**src/rtl/hdlc_rx_pkg.sv**
```systemverilog
package hdlc_rx_pkg;

    typedef enum logic [2:0] {
        ST_PROGRESS = 3'd0,
        ST_GOOD     = 3'd1,
        ST_CRCERR   = 3'd2,
        ST_ABORT    = 3'd3,
        ST_OVERRUN  = 3'd4,
        ST_SHORT    = 3'd5
    } rx_status_e;

    typedef struct packed {
        logic [7:0] data;
        logic       som;
        logic       eom;
        rx_status_e status;
    } rx_entry_t;

    localparam logic [15:0] CRC_PRESET  = 16'hFFFF;
    localparam logic [15:0] CRC_RESIDUE = 16'hF0B8;
    localparam logic [15:0] CRC_POLY_R  = 16'h8408;

    function automatic logic [15:0] crc_octet(input logic [15:0] crc_in, input logic [7:0] oct);
        logic [15:0] c;
        c = crc_in;
        for (int i = 0; i < 8; i++) begin
            if (c[0] ^ oct[i]) c = (c >> 1) ^ CRC_POLY_R;
            else               c = c >> 1;
        end
        return c;
    endfunction

endpackage

```
**src/rtl/hdlc_rx_deframer.sv**
```systemverilog
module hdlc_rx_deframer
    import hdlc_rx_pkg::*;
(
    input  logic      clk,
    input  logic      rst_n,
    input  logic      bit_en,
    input  logic      bit_in,
    input  logic      room_last,
    input  logic      room_none,
    output logic      wr_en,
    output rx_entry_t wr_entry
);

    typedef enum logic {PH_HUNT, PH_FRAME} phase_e;

    typedef struct packed {
        phase_e      phase;
        logic [2:0]  ones;
        logic [7:0]  shreg;
        logic [2:0]  bit_cnt;
        logic [7:0]  held;
        logic        held_v;
        logic        held_som;
        logic [2:0]  oct_cnt;
        logic [15:0] crc;
    } dfr_state_t;

    dfr_state_t q, d;
    logic       take_bit;
    logic       data_bit;
    logic [7:0] new_oct;

    always_comb begin
        d        = q;
        wr_en    = 1'b0;
        wr_entry = '0;
        take_bit = 1'b0;
        data_bit = bit_in;
        new_oct  = {bit_in, q.shreg[7:1]};

        if (bit_en) begin
            if (bit_in) begin
                d.ones = (q.ones == 3'd7) ? 3'd7 : q.ones + 3'd1;
                if (q.ones == 3'd6) begin
                    if (q.phase == PH_FRAME && q.held_v && !room_none) begin
                        wr_en    = 1'b1;
                        wr_entry = '{data: q.held, som: q.held_som, eom: 1'b1, status: ST_ABORT};
                    end
                    d.phase  = PH_HUNT;
                    d.held_v = 1'b0;
                end else if (q.phase == PH_FRAME) begin
                    take_bit = 1'b1;
                end
            end else begin
                d.ones = 3'd0;
                if (q.ones == 3'd6) begin
                    if (q.phase == PH_FRAME && q.held_v && !room_none) begin
                        wr_en    = 1'b1;
                        wr_entry = '{data: q.held, som: q.held_som, eom: 1'b1,
                                     status: (q.oct_cnt <= 3'd3) ? ST_SHORT :
                                             (q.crc == CRC_RESIDUE) ? ST_GOOD : ST_CRCERR};
                    end
                    d.phase   = PH_FRAME;
                    d.bit_cnt = 3'd0;
                    d.oct_cnt = 3'd0;
                    d.crc     = CRC_PRESET;
                    d.held_v  = 1'b0;
                end else if (q.ones != 3'd5 && q.phase == PH_FRAME) begin
                    take_bit = 1'b1;
                end
            end
        end

        if (take_bit) begin
            d.shreg   = {data_bit, q.shreg[7:1]};
            d.bit_cnt = q.bit_cnt + 3'd1;
            if (q.bit_cnt == 3'd7) begin
                d.crc      = crc_octet(q.crc, new_oct);
                d.oct_cnt  = (q.oct_cnt == 3'd4) ? 3'd4 : q.oct_cnt + 3'd1;
                d.held     = new_oct;
                d.held_v   = 1'b1;
                d.held_som = (q.oct_cnt == 3'd0);
                if (q.held_v) begin
                    if (room_none) begin
                        d.phase  = PH_HUNT;
                        d.held_v = 1'b0;
                    end else if (room_last) begin
                        wr_en    = 1'b1;
                        wr_entry = '{data: q.held, som: q.held_som, eom: 1'b1, status: ST_OVERRUN};
                        d.phase  = PH_HUNT;
                        d.held_v = 1'b0;
                    end else begin
                        wr_en    = 1'b1;
                        wr_entry = '{data: q.held, som: q.held_som, eom: 1'b0, status: ST_PROGRESS};
                    end
                end
            end
        end
    end

    always_ff @(posedge clk) begin
        if (!rst_n) begin
            q       <= '0;
            q.phase <= PH_HUNT;
            q.crc   <= CRC_PRESET;
        end else begin
            q <= d;
        end
    end

endmodule

```
**src/rtl/hdlc_rx_fifo.sv**
```systemverilog
module hdlc_rx_fifo
    import hdlc_rx_pkg::*;
#(
    parameter int unsigned DEPTH = 8
) (
    input  logic       clk,
    input  logic       rst_n,
    input  logic       wr_en,
    input  rx_entry_t  wr_entry,
    input  logic       rd_en,
    output logic [7:0] rd_data,
    output logic [2:0] rd_status,
    output logic       empty,
    output logic       full,
    output logic       last_slot,
    output logic       head_som
);

    localparam int unsigned AW       = (DEPTH > 1) ? $clog2(DEPTH) : 1;
    localparam logic [AW:0] CNT_FULL = (AW + 1)'(DEPTH);
    localparam logic [AW:0] CNT_LAST = (AW + 1)'(DEPTH - 1);
    localparam logic [AW-1:0] PTR_MAX = AW'(DEPTH - 1);

    typedef struct packed {
        rx_entry_t [DEPTH-1:0] mem;
        logic [AW-1:0]         wp;
        logic [AW-1:0]         rp;
        logic [AW:0]           cnt;
        logic [7:0]            rdat;
        logic [2:0]            rst;
    } fifo_state_t;

    fifo_state_t q, d;
    logic        push, pop;
    rx_entry_t   head;

    assign head      = q.mem[q.rp];
    assign empty     = (q.cnt == '0);
    assign full      = (q.cnt == CNT_FULL);
    assign last_slot = (q.cnt == CNT_LAST);
    assign head_som  = !empty && head.som;
    assign rd_data   = q.rdat;
    assign rd_status = q.rst;

    always_comb begin
        d    = q;
        push = wr_en && !full;
        pop  = rd_en && !empty;
        if (push) begin
            d.mem[q.wp] = wr_entry;
            d.wp        = (q.wp == PTR_MAX) ? '0 : q.wp + 1'b1;
        end
        if (pop) begin
            d.rp   = (q.rp == PTR_MAX) ? '0 : q.rp + 1'b1;
            d.rdat = head.data;
            d.rst  = head.eom ? head.status : ST_PROGRESS;
        end
        d.cnt = q.cnt + (AW + 1)'(push) - (AW + 1)'(pop);
    end

    always_ff @(posedge clk) begin
        if (!rst_n) q <= '0;
        else        q <= d;
    end

endmodule

```
**src/rtl/hdlc_rx_status.sv**
```systemverilog
module hdlc_rx_status
    import hdlc_rx_pkg::*;
#(
    parameter int unsigned DEPTH = 8
) (
    input  logic       clk,
    input  logic       rst_n,
    input  logic       bit_en,
    input  logic       bit_in,
    input  logic       rd_en,
    output logic [7:0] rd_data,
    output logic [2:0] rd_status,
    output logic       rx_empty,
    output logic       open_evt
);

    logic      wr_en;
    rx_entry_t wr_entry;
    logic      fifo_full;
    logic      fifo_last;

    hdlc_rx_deframer u_dfr (
        .clk       (clk),
        .rst_n     (rst_n),
        .bit_en    (bit_en),
        .bit_in    (bit_in),
        .room_last (fifo_last),
        .room_none (fifo_full),
        .wr_en     (wr_en),
        .wr_entry  (wr_entry)
    );

    hdlc_rx_fifo #(.DEPTH(DEPTH)) u_fifo (
        .clk       (clk),
        .rst_n     (rst_n),
        .wr_en     (wr_en),
        .wr_entry  (wr_entry),
        .rd_en     (rd_en),
        .rd_data   (rd_data),
        .rd_status (rd_status),
        .empty     (rx_empty),
        .full      (fifo_full),
        .last_slot (fifo_last),
        .head_som  (open_evt)
    );

endmodule

```
**config.mk**
```make
export PLATFORM = sky130hd
export DESIGN_NAME = hdlc_rx_status
export DESIGN_NICKNAME = d
export VERILOG_FILES = /design/src/rtl/hdlc_rx_pkg.sv /design/src/rtl/hdlc_rx_deframer.sv /design/src/rtl/hdlc_rx_fifo.sv /design/src/rtl/hdlc_rx_status.sv
export SDC_FILE = /design/constraint.sdc
export NUM_CORES = 1
export LEC_CHECK = 0
export ABC_AREA = 1
export BUFFER_PORTS_ARGS = -buffer_cell sky130_fd_sc_hd__buf_2
export CORE_AREA = 10 10 149 151
export DETAILED_ROUTE_END_ITERATION = 6
export DIE_AREA = 0 0 159 161
export GPL_TIMING_DRIVEN = 0
export PLACE_DENSITY = 0.67
export SLEW_MARGIN = 0
export SYNTH_ARGS = -nofsm -noshare
export SYNTH_HDL_FRONTEND = slang
export SYNTH_HIERARCHICAL = 1
export SYNTH_SLANG_ARGS = --single-unit
```
**constraint.sdc**
```tcl
create_clock -name clk -period 5.4 [get_ports clk]
set_clock_uncertainty 0.1 [all_clocks]
set_input_delay 1.35 -clock clk [delete_from_list [all_inputs] [get_ports clk]]
set_output_delay 1.35 -clock clk [all_outputs]
set_load 0.02 [all_outputs]
```
==> key figures, run 1 <==
Run status
  – Outcome: finished, final reports clean

Critical path
  – Most frequent CP cell: buf_2
  – Worst setup path class: reg2out
  – R2r setup slk: 2.31 ns
  – CP required: 3.95 ns
  – Setup crit end kind: output pin
  – Reg2reg end: u_fifo/q[13]$_SDFF_PN0_
  – Critical Path End: open_evt
  – R2R cell count: 15
  – Critical path cell sequence: buf_4, clkinv_1, buf_2, a21oi_1, o21ai_0, nand3_1, nand2_1, a31oi_1, buf_2
  – R2R Path Start: u_fifo/q[13]$_SDFF_PN0_
  – Slowest cell on crit path: dfxtp_1
  – CP peak stage delay: 0.34 ns
  – CP startpoint kind: flip-flop
  – Arrival time worst endpoint: 2.37 ns
  – Critical path origin: u_fifo/q[16]$_SDFFE_PN0P_
  – CP max FO: 10

Clock tree
  – CTS root buffer: clkbuf_16
  – CTS resizes: 0
  – CTS Hold Bufs: 0
  – Clock Path Buffers: 2
  – Skew-Pair Late Insertion Delay: 0.43 ns
  – # Post-CTS Setup Buffers: 0
  – Clock transition at path regs: 0.07 ns
  – H-tree depth: 4
  – TritonCTS Buffers: 17
  – CTS sink cnt: 168
  – CTS tree: yes

Timing
  – Slew @ Worst Pin: 0.934 ns
  – Final slew viol count: 0
  – Final-report hold violation count: 0
  – Slew HR: 37.5%
  – Final min period: 3.82 ns
  – Final worst path period share: 70.8%
  – Setup TNS: 0 ns
  – Final setup fails: 0
  – Max Fclk: 262 MHz
  – Setup repair after global routing missed its margin: no

Placed design
  – Placed insts: 1407
  – Global placer's final weighted congestion: 0.894
  – Port bufs: 16
  – HPWL Detailed: 15400 µm

Die
  – Num rows: 51
  – IO Count: 18
  – Die W: 159 µm
  – Core box area: 0.0192 mm²
  – DIE HEIGHT: 161 µm
  – Initial Util: 41.3%
  – Die Area: 0.0256 mm²

Drt
  – Drt pass-1 iters: 7
  – WL final: 21900 µm
  – DR vias: 7460
  – Detail Route Antenna Nets: 0
  – Via density per instance: 5.18
  – DRT iter0 DRCs: 673
  – Drt wl/cell: 15.2 µm
  – # DRC: 0

GRT
  – First-pass GRT wire length: 36200 µm
  – Congestion Overflow GR: 0
  – Tot GR Track Use: 17.2%
  – Vias in the first global route: 6986
  – Largest net degree at the start of global routing: 20
  – Initial antenna violation count: 0

Power
  – Clock Power Share: 37.3%
  – Sw Ratio: 34.8%
  – Sequential share of power: 39.6%
  – Worst vdd ir: 0.236 mV
  – Leak pwr: 3.72 nW
  – Pwr dens: 367 mW/mm²
  – Pint: 0.00214 W
  – Net Switching: 0.00114 W
  – Combinational share of power: 23.1%

Final layout
  – Nets: 1186
  – Final Non-Filler Cells: 1439
  – Synthesis-to-finish area growth: 12.8%
  – Antenna cells: 0
  – Filler cell count: 1961
  – Layout cells sized above 1: 8.86%

Synth
  – Yosys warning total: 6
  – Cell variety after synth: 35
  – Seq/Total Area, Yosys: 42.4%
  – Seq cells post-synth: 168
  – Net Count, Synth: 1151
  – Cells after Synth: 1126
  – Mapped Area: 0.00794 mm²
  – Post-synthesis average cell area: 7.05 µm²

Worst hold path
  – Worst Hold Class: reg2reg

Job
  – Max-cap violations: 0
## through the flow
stage	util (%)	area (µm²)	total power, W	worst slack, ns	hold slack (ns)
after floorplan	-	7940	0.00185	2.03	0.320
after global placement	43.5	8350	0.00206	1.72	0.332
after detailed placement	43.5	8350	0.00208	1.69	0.337
after CTS	46.6	8950	0.00330	1.58	0.348
after global routing	46.6	8950	0.00345	1.43	0.366
final	46.6	8950	0.00329	1.58	0.353
## cell families after synthesis
| logic type | Yosys count | share of synthesized area, % |
|---|---|---|
| AND/OR/NAND/NOR | 441 | 23.7 |
| adder cells (fa/ha/maj) | 20 | 3.25 |
| flip-flops | 168 | 42.4 |
| buffers and inverters | 195 | 10.8 |
| AO/OA/AOI/OAI | 297 | 19.3 |
| XOR/XNOR | 5 | 0.552 |
## state kept, by name (all words and copies together), names as in the netlist
signal and flops:
u_dfr/q 36, u_dfr/new_oct 7, u_fifo/rd_status 3, u_fifo/q 114, u_fifo/rd_data 8
## routing by layer
| layer | GRT usage [%] | vias up | routed length (µm) |
|---|---|---|---|
| met4 | 7.88 | 0 | 658 |
| met3 | 3.53 | 51 | 1480 |
| li1 | - | 3736 | - |
| met2 | 28.4 | 259 | 10300 |
| met5 | 0 | - | 0 |
| met1 | 21.2 | 3414 | 9400 |
## Yosys cell counts, drive strengths merged
| master | count | area (µm²) |
|---|---|---|
| a22oi | 1 | 7.51 |
| o211ai | 10 | 75.1 |
| a21oi | 120 | 601 |
| clkinv | 4 | 15.0 |
| nor2 | 147 | 567 |
| xor2 | 4 | 35.0 |
| inv | 125 | 469 |
| nand4 | 6 | 52.6 |
| o22ai | 5 | 31.3 |
| clkbuf | 32 | 130 |
| nor4 | 1 | 6.26 |
| nand3 | 86 | 455 |
| nor3 | 3 | 26.3 |
| dfxtp | 168 | 3360 |
| nand2 | 198 | 773 |
| xnor2 | 1 | 8.76 |
| fa | 1 | 20.0 |
| o211a | 1 | 10.0 |
| o21ai | 157 | 786 |
| ha | 19 | 238 |
| a31oi | 1 | 6.26 |
| buf | 34 | 245 |
| a211oi | 2 | 15.0 |
## how the worst min path moves through the flow
stage,startpoint,slack [ns],depth (start not counted),end
6_report,u_fifo/q[116]$_SDFFE_PN0P_,0.35,2,u_fifo/q[116]$_SDFFE_PN0P_
5_1_grt,u_fifo/q[116]$_SDFFE_PN0P_,0.37,2,u_fifo/q[116]$_SDFFE_PN0P_
4_1_cts,u_fifo/q[116]$_SDFFE_PN0P_,0.35,2,u_fifo/q[116]$_SDFFE_PN0P_
3_5_place_dp,u_fifo/q[116]$_SDFFE_PN0P_,0.34,2,u_fifo/q[116]$_SDFFE_PN0P_
3_3_place_gp,u_fifo/q[116]$_SDFFE_PN0P_,0.33,2,u_fifo/q[116]$_SDFFE_PN0P_
2_1_floorplan,u_fifo/q[90]$_SDFFE_PN0P_,0.32,2,u_fifo/q[90]$_SDFFE_PN0P_
## worst max-delay path: cells and delay by family (launching register included)
family | cells | cell delay, ns
AO/OA/AOI/OAI | 3 | 0.45
flip-flops | 1 | 0.34
AND/OR/NAND/NOR | 2 | 0.16
buffers and inverters | 4 | 0.99
## power by group through the flow
stage	clock network, W	registers (W)	logic [W]
floorplan	0	0.00132	0.000526
global placement	0	0.00133	0.000731
detailed placement	0	0.00133	0.000746
CTS	0.00125	0.00130	0.000753
global route	0.00130	0.00131	0.000847
finish	0.00123	0.00130	0.000759
## cell usage in the layout, fill, tap and decap left out, types with 3 or more instances in the layout
master,netlist,layout
clkinv_8,0,5
o211ai_1,10,10
clkbuf_1,31,31
nand2_1,190,190
clkbuf_16,0,17
dfxtp_1,168,168
a21oi_1,120,120
clkinv_1,4,4
inv_6,0,3
nand3_1,81,81
o21ai_0,155,155
nand4_1,5,5
o22ai_1,5,5
nand3_2,5,5
nor2_1,145,145
buf_2,13,29
nand2_2,6,6
buf_6,4,4
inv_1,121,121
inv_2,4,4
inv_8,0,4
buf_4,16,16
ha_1,19,19
xor2_1,4,4
## area by class of cell
type | count | area [µm²] | share of cell area [%]
Inverter | 129 | 484 | 5.41
Clock buffer | 17 | 425 | 4.75
Multi-Input combinational cell | 763 | 3710 | 41.5
Sequential cell | 168 | 3360 | 37.6
Tap cell | 265 | 332 | 3.70
Timing Repair Buffer | 16 | 80.1 | 0.895
Clock inverter | 15 | 178 | 1.98
Buffer | 66 | 375 | 4.19
Power figures use the tool's default switching activity.
==> run 2, diff against run 1 <==
Settings changed: ABC_AREA 1 to 0, CORE_AREA 10 10 149 151 to 10 10 153 155, DIE_AREA 0 0 159 161 to 0 0 163 165, PLACE_DENSITY 0.67 to 0.66.
Clock period 5.4 ns to 3.9 ns, I/O delays scaled along.
==> run 2 against run 1 <==
Combinational power down 15%; register-to-register slack worse by 2.0 ns; design area up 5.3%; synthesized area grew 5.5%; critical path type is now reg2reg; highest routed layer unchanged.
==> key figures, run 2 <==
Power
  – Worst vdd ir: 0.310 mV (+32%)
  – Overall Power: 0.00420 W (+28%)
  – Leak pwr: 3.71 nW (-0.48%)
  – Pwr dens: 446 mW/mm² (+21%)

Final layout
  – Most common cell after layout, fill and taps aside: dfxtp_1
  – Area of the multi-input gates: 0.00439 mm² (+18%)
  – Synthesis-to-finish area growth: 12.6%
  – Register Area: 0.00336 mm² (unchanged)
  – Layout cells sized above 1: 19.2% (+10 points)
  – Filler cell count: 1923 (-1.9%)
  – Antenna cells: 0 (unchanged)
  – Final Non-Filler Cells: 1107 (-23%)
  – Max FFs per register: 114 (unchanged)
  – Most frequent cells in the layout: dfxtp_1 (168), nor2b_1 (114), mux2i_1 (106)
  – Nets: 849 (-28%)
  – Most flops, register: u_fifo/q

Synth
  – Compound-Gate Fraction of Synth Area: 8.71% (-11 points)
  – Synth Area in XOR/XNOR: 3.44% (+2.9 points)
  – Seq cells post-synth: 168 (unchanged)
  – Most used DFF post-synth: dfxtp_1
  – Post-synthesis mux area share: 20.1% (+20 points)
  – Cell variety after synth: 67 (+91%)
  – Post-Synth Simple-Gate Area: 17.1% (-6.6 points)
  – Synth area leaders: dfxtp_1 (40%), mux2i_1 (13%), nor2b_1 (8.6%), mux4_2 (6.7%), ha_1 (2.8%)
  – Area leader, netlist: dfxtp_1
  – Largest family of logic cells by synthesized area: multiplexers
  – Cells after Synth: 789 (-30%)
  – Seq/Total Area, Yosys: 40.2% (-2.2 points)
  – Synth async-reset ratio: 0% (unchanged)
  – Mapped Area: 0.00837 mm² (+5.5%)
  – Synth cell count leaders: dfxtp_1 (168), nor2b_1 (115), mux2i_1 (106)
  – Synth Area in Adders: 3.08% (-0.17 points)
  – Net Count, Synth: 814 (-29%)
  – Yosys warning total: 6 (unchanged)
  – Post-synthesis average cell area: 10.6 µm² (+51%)
  – Yosys top cell area share: 40.2% (-2.2 points)
  – Top-count cell post-synth: dfxtp_1
  – Number of enable flip-flop cells after synthesis: 0 (unchanged)

Clock tree
  – TritonCTS Buffers: 17 (unchanged)
  – CTS sink cnt: 168 (unchanged)
  – CTS root buffer: clkbuf_16
  – CTS Hold Bufs: 0 (unchanged)
  – CTS tree: yes
  – Clock Path Buffers: 2 (unchanged)
  – H-tree depth: 4 (unchanged)
  – Clock transition at path regs: 0.08 ns (about the same)
  – Skew-Pair Late Insertion Delay: 0.44 ns (about the same)

Drt
  – DRT iter0 DRCs: 346 (-49%)
  – Via density per instance: 5.15 (-0.64%)
  – Drt wl/cell: 17.0 µm (+12%)
  – Drt pass-1 iters: 4 (-3)
  – Detail Route Antenna Nets: 0 (unchanged)
  – DR vias: 5702 (-24%)
  – WL final: 18800 µm (-14%)
  – # DRC: 0 (unchanged)

Timing
  – Slew @ Worst Pin: 0.822 ns (-0.112 ns)
  – Final worst path period share: 92.9%
  – Max Fclk: 276 MHz
  – Final min period: 3.62 ns
  – Slew HR: 45.1% (+7.6 points)
  – Setup repair after global routing missed its margin: no
  – Final setup fails: 0 (unchanged)
  – Final hold slack: 0.373 ns (+0.0205 ns)
  – Final slew viol count: 0 (unchanged)
  – Final-report hold violation count: 0 (unchanged)
  – Setup TNS: 0 ns (unchanged)

Critical path
  – Crit-path leading delay family: simple AND/OR/NAND/NOR gates
  – Critical path cell sequence: inv_1, ha_1, nor3b_1, nand2b_1, buf_4, clkinv_1, buf_2, ha_1, inv_1, ha_1, inv_1, fa_1, xnor2_1, and2_1
  – CP required: 4.15 ns (+0.20 ns)
  – CP startpoint kind: flip-flop
  – Arrival time worst endpoint: 3.87 ns (+1.50 ns)
  – Setup crit end kind: flip-flop
  – CP peak stage delay: 0.67 ns (+0.33 ns)
  – Slowest cell on crit path: nor3b_1
  – CP bufs+invs: 6 (+2)
  – Worst setup path class: reg2reg
  – CP max FO: 10 (unchanged)

GRT
  – Tot GR Track Use: 14.6% (-2.6 points)
  – Vias in the first global route: 5705 (-18%)
  – Congestion Overflow GR: 0 (unchanged)
  – Largest net degree at the start of global routing: 20 (unchanged)
  – First-pass GRT wire length: 31000 µm (-14%)
  – Initial antenna violation count: 0 (unchanged)

Placed design
  – Placed insts: 1074 (-24%)
  – Port bufs: 15 (-1)
  – Global placer's final weighted congestion: 0.832 (-6.9%)
  – HPWL Detailed: 13200 µm (-14%)

Run status
  – Outcome: finished, final reports clean

Die
  – DIE HEIGHT: 165 µm (+2.5%)
  – IO Count: 18 (unchanged)
  – Core box area: 0.0202 mm² (+5.0%)
  – Num rows: 52 (+2.0%)
  – Initial Util: 41.5% (+0.20 points)
  – Die W: 163 µm (+2.5%)
  – Die Area: 0.0269 mm² (+5.1%)

Job
  – Max-cap violations: 0 (unchanged)

Worst hold path
  – Worst Hold Class: reg2reg
run 2: final timing paths:
| path | end | cells past startpoint | from | slack, ns |
|---|---|---|---|---|
| setup / recovery | u_fifo/q[13]$_SDFF_PN0_ | 14 | u_fifo/q[13]$_SDFF_PN0_ | 0.28 |
| hold / removal | u_dfr/q[28]$_SDFFE_PN0P_ | 2 | u_dfr/q[28]$_SDFFE_PN0P_ | 0.37 |
| hold reg to reg | u_dfr/q[28]$_SDFFE_PN0P_ | 2 | u_dfr/q[28]$_SDFFE_PN0P_ | 0.37 |
| setup reg to reg | u_fifo/q[13]$_SDFF_PN0_ | 14 | u_fifo/q[13]$_SDFF_PN0_ | 0.28 |
run 2: layer usage:
metal / vias up / share of wire (%) / global-route usage (%)
met5: - / 0 / 0
met4: 0 / 1.5 / 5.08
met3: 21 / 3.2 / 3.01
met2: 74 / 46 / 23.2
met1: 2775 / 49 / 19.3
li1: 2832 / - / -
run 2: power by group:
group          internal (W)  switching, W  total, W
Clock              0.000931      0.000819   0.00175
Combinational      0.000276      0.000372  0.000648
Sequential          0.00177     0.0000402   0.00181
run 2: what timing repair did:
| item | in CTS | in global routing |
|---|---|---|
| buffers inserted | 0 | 1 |
| setup endpoints to repair | 0 | 2 |
| gates resized for setup | 0 | 1 |
| endpoints found under the hold margin | 0 | 0 |
run 2: metrics by stage:
step / util, % / setup WS, ns / instance area [µm²]
2_1_floorplan: - / 0.509 / 8370
3_3_place_gp: 43.6 / 0.187 / 8790
3_5_place_dp: 43.6 / 0.146 / 8790
4_1_cts: 46.7 / 0.139 / 9420
5_1_grt: 46.7 / 0.0278 / 9430
6_report: 46.7 / 0.275 / 9430
run 2: cell type report:
class                   count  area share, %
well taps                 270           3.58
multi-input cells         524           46.6
clock inverters            15           2.18
repair buffers             16          0.876
flip-flops and latches    168           35.7
clock buffers              17           4.51
plain buffers              80           5.77
inverters                  17          0.810
run 2: worst min-delay path, cell delays in order (launching register included):
cell and delay [ns]:
dfxtp_1 0.31, o21ai_0 0.06, a21oi_1 0.06
run 2: cells by family (layout without fill, tap and decap cells):
family | count (synthesis) | count (layout)
flops | 168 | 168
buf+inv | 97 | 145
simple gates | 229 | 229
compound gates | 113 | 113
mux | 136 | 136
fa+ha+maj | 20 | 20
xor+xnor | 26 | 26
